--- src/rtl/ctxlink_pkg.sv ---
package ctxlink_pkg;
   // configuration word field positions (counts stored as N-1)
   localparam int CFG_CNT_W    = 4;
   localparam int CFG_BP_LSB   = 24;
   localparam int CFG_CTX_LSB  = 20;
   // control register layout
   localparam int CTL_EN_BIT   = 0;
   localparam int CTL_TYPE_LSB = 20;
   localparam int CTL_TYPE_W   = 4;
   // highest privilege level at which context matching may fire
   localparam int CTX_MAX_PL   = 1;

   typedef enum logic [CTL_TYPE_W-1:0] {
      BKT_CTX_LINKED      = 4'd3,
      BKT_MISMATCH_LINKED = 4'd5,
      BKT_VMID_LINKED     = 4'd9,
      BKT_CTX_VMID_LINKED = 4'd11
   } bk_type_e;
endpackage

--- src/rtl/link_range_check.sv ---
module link_range_check
   import ctxlink_pkg::*;
#(
   parameter int NUM_SLOTS = 16,
   parameter int LINK_W    = 4
) (
   input  logic [31:0]       cfg_word,
   input  logic [LINK_W-1:0] link,
   output logic              in_range,
   output logic              cfg_err
);
   localparam int EXT_W = CFG_CNT_W + 1;

   logic [EXT_W-1:0] bp_x, ctx_x, floor_x, link_x;
   logic             upper_ok, lower_ok, slot_ok;

   assign bp_x    = {1'b0, cfg_word[CFG_BP_LSB  +: CFG_CNT_W]};
   assign ctx_x   = {1'b0, cfg_word[CFG_CTX_LSB +: CFG_CNT_W]};
   assign link_x  = EXT_W'(link);
   assign cfg_err = ctx_x > bp_x;
   assign floor_x = bp_x - ctx_x;

   assign upper_ok = link_x <= bp_x;
   // a negative floor (inconsistent config) imposes no lower limit
   assign lower_ok = cfg_err || (link_x >= floor_x);

   if (NUM_SLOTS == (1 << LINK_W)) begin : g_all_slots
      assign slot_ok = 1'b1;
   end else begin : g_some_slots
      assign slot_ok = link_x < EXT_W'(NUM_SLOTS);
   end

   assign in_range = upper_ok && lower_ok && slot_ok;

   logic unused_cfg;
   assign unused_cfg = ^{cfg_word[31:CFG_BP_LSB+CFG_CNT_W], cfg_word[CFG_CTX_LSB-1:0]};
endmodule

--- config.mk ---
export PLATFORM = sky130hd
export DESIGN_NAME = link_range_check
export DESIGN_NICKNAME = d
export VERILOG_FILES = /design/src/rtl/ctxlink_pkg.sv /design/src/rtl/link_range_check.sv
export SDC_FILE = /design/constraint.sdc
export NUM_CORES = 1
export LEC_CHECK = 0
export ABC_AREA = 1
export ABC_CLOCK_PERIOD_IN_PS = 3150
export BUFFER_PORTS_ARGS = -buffer_cell sky130_fd_sc_hd__buf_2
export CORE_AREA = 2 2 39 41
export DETAILED_ROUTE_END_ITERATION = 12
export DIE_AREA = 0 0 41 43
export MAX_ROUTING_LAYER = met4
export PLACE_DENSITY = 0.69
export SLEW_MARGIN = 20
export SYNTH_ARGS = -nofsm -noshare
export SYNTH_HDL_FRONTEND = slang
export SYNTH_SLANG_ARGS = --single-unit
--- constraint.sdc ---
create_clock -name vclk -period 3.15
set_input_delay 0.7875 -clock vclk [all_inputs]
set_output_delay 0.7875 -clock vclk [all_outputs]
set_load 0.02 [all_outputs]
==> results of run 1 <==
through the flow:
step	utilization	power [W]	hold WS (ns)	area, um^2	setup slack, ns
after global placement	0.356	0.0000895	2.14	493	-0.238
after detailed placement	0.356	0.0000935	2.15	493	-0.274
after floorplan	-	0.0000645	1.91	365	0.0212
after global routing	0.392	0.000117	2.17	543	-0.196
after CTS	0.387	0.000104	2.14	536	-0.202
final	0.392	0.000102	2.14	543	-0.0780
what timing repair did:
item,CTS,global route
endpoints found under the setup margin,1,1
pin swaps,8,8
gates resized for setup,11,0
buffers inserted,0,1
gates cloned,0,0
placed cells by master (no fill, tap or decap), types with 2 or more instances in the layout:
cell,instances
a21oi_1,3
buf_2,11
buf_4,6
buf_6,2
ha_1,11
inv_1,14
nand2_1,10
nand2_2,3
nor2_1,3
area by class of cell:
| type | count | area [um^2] |
|---|---|---|
| repair buffers | 20 | 138 |
| well taps | 16 | 20.0 |
| fillers | 161 | 841 |
| inverters | 15 | 58.8 |
| multi-input cells | 38 | 327 |
metal layers:
metal | up-vias | GRT usage | wire [um]
met1 | 147 | 0.108 | 274
met2 | 10 | 0.159 | 365
li1 | 203 | - | -
met4 | 0 | 0 | 0
met3 | 0 | 0 | 27
met5 | - | - | 0
report_power, final:
group	internal (W)	switching [W]
logic	0.0000508	0.0000516
registers	0	0
clock network	0	0
total	0.0000508	0.0000516
path summary, 6_finish.rpt:
check / depth (start not counted) / endpoint
setup / recovery: 15 / in_range
hold / removal: 6 / in_range
worst max-delay path, cell delays in order:
cell     delay [ns]
buf_8          0.08
inv_4          0.03
ha_4           0.15
fa_2           0.35
xor2_1         0.16
ha_1           0.29
nand2_1        0.05
inv_1          0.05
nand2_1        0.04
nand2_1        0.05
nand2_1        0.04
nand2_1        0.06
nand2_2        0.06
a21oi_4        0.11
buf_6          0.12
kinds of logic after synthesis:
group           synth area share
simple gates               0.182
compound gates             0.136
buf+inv                    0.157
fa+ha+maj                  0.476
xor+xnor                  0.0490
==> metrics.md, run 1 <==
| Metric | Value |
|---|---|
| Top post-synthesis cells by count | 15 x inv_1, 12 x ha_1, 11 x nand2_1 |
| WP data arrival | 2.44 ns |
| Share of layout cells above drive strength 1 | 0.397 |
| Routed WL per cell | 7.49 um |
| First-pass GRT wire length | around 1.1 mm |
| Largest net degree at the start of global routing | 4 |
| Worst Slack Setup Final | -0.0780 ns |
| Min-delay src | cfg_word[27] |
| WS Path Type | input pin to output port |
| Antenna violations before repair | 0 |
| Count leader, synth | inv_1 |
| Nets | about 120 |
| Clock buffers | 0 |
| Drt pass-1 iters | 1 |
| Leading area contributor after synthesis | ha_1 |
| Vias in the first global route | 300 |
| DR iter-0 viols | 0 |
| Period utilization | 1.02 |
| RSZ-0062 raised after global routing | yes |
| Layout area overhead | 51.7% |
| Sequential cell count | 0 |
| Failing checks | setup timing |
| Setup TNS | -0.0780 ns |
| Crit Path Max Fanout | 2 |
| PortBufs | 14 |
| Highest clock rate | slightly above 300 MHz |
| Mean Syn Cell Area | ~6.8 um^2 |
| Die area | 1760 um^2 |
| CP Capture Type | output port |
| Crit. Startpoint | cfg_word[24] |
| Post-synthesis sequential area ratio | 0 |
| Gate count of the mapped netlist | 53 |
| Fin cells | 89 |
| Worst min path class | input pin to output port |
| CP Launch Type | input pin |
| Worst endpoint required time | between 2 and 2.5 ns |
| Register Area | 0 um^2 |
| Die X | around 40 um |
| Post-DP HPWL | ~620 um |
| Post-CTS Hold Buffers | 0 |
| Grt ovf | 0 |
| Vias/cell | 4.04 |
| Ant diodes | 0 |
| Initial core utilization | 0.259 |
| Status | finished, violations left |
| Final hold vios | 0 |
| Worst-margin pin slew | between 0.2 and 0.3 ns |
| Mapped cell area | 358 um^2 |
| Synth warn | 0 |
| Max-cap violations | 0 |
| Tot GR Track Use | 0.0871 |
| Vias | between 300 and 400 |
| IO Pins | 38 |
| Largest cells by area after synthesis | ha_1 42%, inv_1 16%, nand2_1 12%, fa_1 5.6%, a21oi_2 4.9% |
| Syn_nets | about 100 |
| Core ar. | 1380 um^2 |
| Yosys top cell area share | 0.420 |
| DRC violations left | 0 |
| Netlist cell types | 12 |
| WL final | about 670 um |
| Relative slew margins | 0.828 |
| Final setup violation count | 1 |
| Max-slew violations | 0 |
| Pleak | approximately 0.33 nW |
| Cells after DPL | just under 90 |
| Die height | about 43 um |
| Cell Pwr Density | approximately 190 nW/um^2 |
| Final antenna-violating net count | 0 |
| Peak supply drop | between 0.00007 and 0.00008 V |
| Final RePlAce weighted congestion | between 0.6 and 0.7 |
| Min Clock Period, post-route | 3.23 ns |
| Cell row count | 14 |
Note: power is estimated with default switching activity, not from simulation.
==> run 2, diff against run 1 <==
- REMOVE_ABC_BUFFERS: default -> 1
==> run 2 against run 1 <==
  * The flow still finishes with violations (setup timing)
  * Final cell count shrank 1.1%
  * Sequential share of layout area did not move
  * Via count is 0.28% lower
  * Critical path type unchanged
  * Critical endpoint unchanged
==> metrics.md, run 2 (same netlist as run 1, synthesis figures left out) <==
| Metric | Value |
|---|---|
| Status | finished, violations left |
| Failing checks | setup timing |
| P_sw | 0.0000475 W (-8.0%) |
| Final antenna-violating net count | 0 (unchanged) |
| Drt pass-1 iters | 2 (+1) |
| Worst min path class | input pin to output port |
| IO Pins | 38 (unchanged) |
| Core ar. | 1380 um^2 (unchanged) |
| Share of layout cells above drive strength 1 | 0.375 (-0.0223) |
| Grt ovf | 0 (unchanged) |
| Final hold slack | 2.13 ns (-0.0127 ns) |
| Cells along the critical path | buf_8 -> inv_4 -> ha_4 -> fa_2 -> xor2_1 -> ha_1 -> nand2_1 -> inv_1 -> nand2_1 -> nand2_1 -> nand2_1 -> nand2_1 -> nand2_1 -> a21oi_2 -> buf_4 |
| Crit Path Max Fanout | 2 (unchanged) |
| Largest net degree at the start of global routing | 4 (unchanged) |
| Cell area after layout | 522 um^2 (-3.9%) |
| Vias | 359 (-0.28%) |
| Slowest CP cell | fa_2 |
| Die height | 43 um (unchanged) |
| DR iter-0 viols | 1 (+1) |
| Vias/cell | 4.08 (+0.86%) |
| Postcts setup bufs | 0 (unchanged) |
| P_int | 0.0000462 W (-9.0%) |
| WL final | 641 um (-3.9%) |
| CP Launch Type | input pin |
| Pleak | 0.323 nW (-2.4%) |
| RSZ-0062 raised after global routing | yes |
| Worst endpoint required time | 2.36 ns (about the same) |
| Post-DP HPWL | 570 um (-8.4%) |
| Register share of total power | 0 (unchanged) |
| Peak supply drop | 0.0000551 V (-30%) |
| Tot GR Track Use | 0.0912 (+0.00410) |
| Finished Core Util | 0.377 (-0.0154) |
| Most common cell after layout, fill and taps aside | inv_1 |
| WHS Path Cells | 6 (unchanged) |
| Clock Power Share | 0 (unchanged) |
| Cell row count | 14 (unchanged) |
| Final setup violation count | 1 (unchanged) |
| Most frequent cells in the layout | 14 x inv_1, 11 x nand2_1, 11 x ha_1, 11 x buf_2, 6 x buf_4 |
| CP Capture Type | output port |
| Vias in the first global route | 299 (-0.33%) |
| Crit path depth | 15 (unchanged) |
| Worst-margin pin slew | 0.182 ns (-0.0758 ns) |
| Nets | 123 (-0.81%) |
| Min Clock Period, post-route | 3.21 ns (-0.0166 ns) |
| Die X | 41 um (unchanged) |
| Layout area overhead | 45.8% |
| Sequential cell count | 0 (unchanged) |
| Crit-path leading delay family | adder cells |
| Buffers & Inverters on Critical Path | 4 (unchanged) |
| DP Area | 485 um^2 (-1.5%) |
| DRC violations left | 0 (unchanged) |
| Initial core utilization | 0.259 (unchanged) |
| Register Area | 0 um^2 (unchanged) |
| Most common cell on crit path | nand2_1 |
| Final RePlAce weighted congestion | 0.696 (about the same) |
| Worst Slack Setup Final | -0.0614 ns (+0.0166 ns) |
| First-pass GRT wire length | 1.16 mm (+5.0%) |
| PortBufs | 14 (unchanged) |
| Cells after DPL | 88 (unchanged) |
| Filler cells | 153 (-5.0%) |
| Slowest stage delay, CP | 0.35 ns (about the same) |
| Routed WL per cell | 7.28 um (-2.8%) |
| Post-CTS Hold Buffers | 0 (unchanged) |
| Cell Pwr Density | 179 nW/um^2 (-4.8%) |
| Max-slew violations | 0 (unchanged) |
| WP data arrival | 2.42 ns (-0.02 ns) |
| Highest clock rate | 311 MHz (+0.52%) |
| Die area | 1760 um^2 (unchanged) |
| Power share of the combinational group | 1.000 (about the same) |
| Relative slew margins | 0.879 (+0.0505) |
| Final hold vios | 0 (unchanged) |
| Clock buffers | 0 (unchanged) |
| WS Path Type | input pin to output port |
| Antenna violations before repair | 0 (unchanged) |
| Sw Share | 0.507 (+0.00295) |
| Fin cells | 88 (-1.1%) |
| Ant diodes | 0 (unchanged) |
| Max-cap violations | 0 (unchanged) |
| Period utilization | 1.02 (-0.00528) |
-- run 2: cell count changes in the layout (fill, tap and decap cells not counted), sizes merged --
cell	previous run	this run
buf	20	19
-- run 2: per-stage QoR --
step	setup WS [ns]	power, W	TNS, ns
final	-0.0614	0.0000936	-0.0614
after global routing	-0.194	0.000109	-0.194
after CTS	-0.0754	0.0000943	-0.0754
after detailed placement	-0.227	0.0000880	-0.227
after global placement	-0.208	0.0000855	-0.208
after floorplan	-0.0136	0.0000605	-0.0136
-- run 2: timing repair --
item,CTS,global route
endpoints found under the setup margin,1,1
gates resized for setup,9,0
cloned,0,0
-- run 2: final cells by class --
cell class                      instances  area (um^2)  area share
Inverter                               15         58.8       0.113
Multi-Input combinational cell         38          317       0.607
Tap cell                               16         20.0      0.0384
Timing Repair Buffer                   19          126       0.242
-- run 2: final timing paths --
| kind | startpoint | endpoint |
|---|---|---|
| worst max-delay path | cfg_word[24] | in_range |
| worst min-delay path | cfg_word[27] | cfg_err |
-- run 2: power by group through the flow --
| stage | registers, W | logic [W] | clock network (W) |
|---|---|---|---|
| floorplan | 0 | 0.0000605 | 0 |
| global placement | 0 | 0.0000855 | 0 |
| detailed placement | 0 | 0.0000880 | 0 |
| CTS | 0 | 0.0000943 | 0 |
| global route | 0 | 0.000109 | 0 |
| finish | 0 | 0.0000936 | 0 |
-- run 2: routing by layer --
layer	up-vias	track usage	share of wire	wire length, um
li1	203	-	-	-
met1	142	0.140	0.45	287
met2	12	0.128	0.46	294
met3	2	0.00524	0.067	43
met4	0	0.0200	0.022	14
met5	-	-	0	0
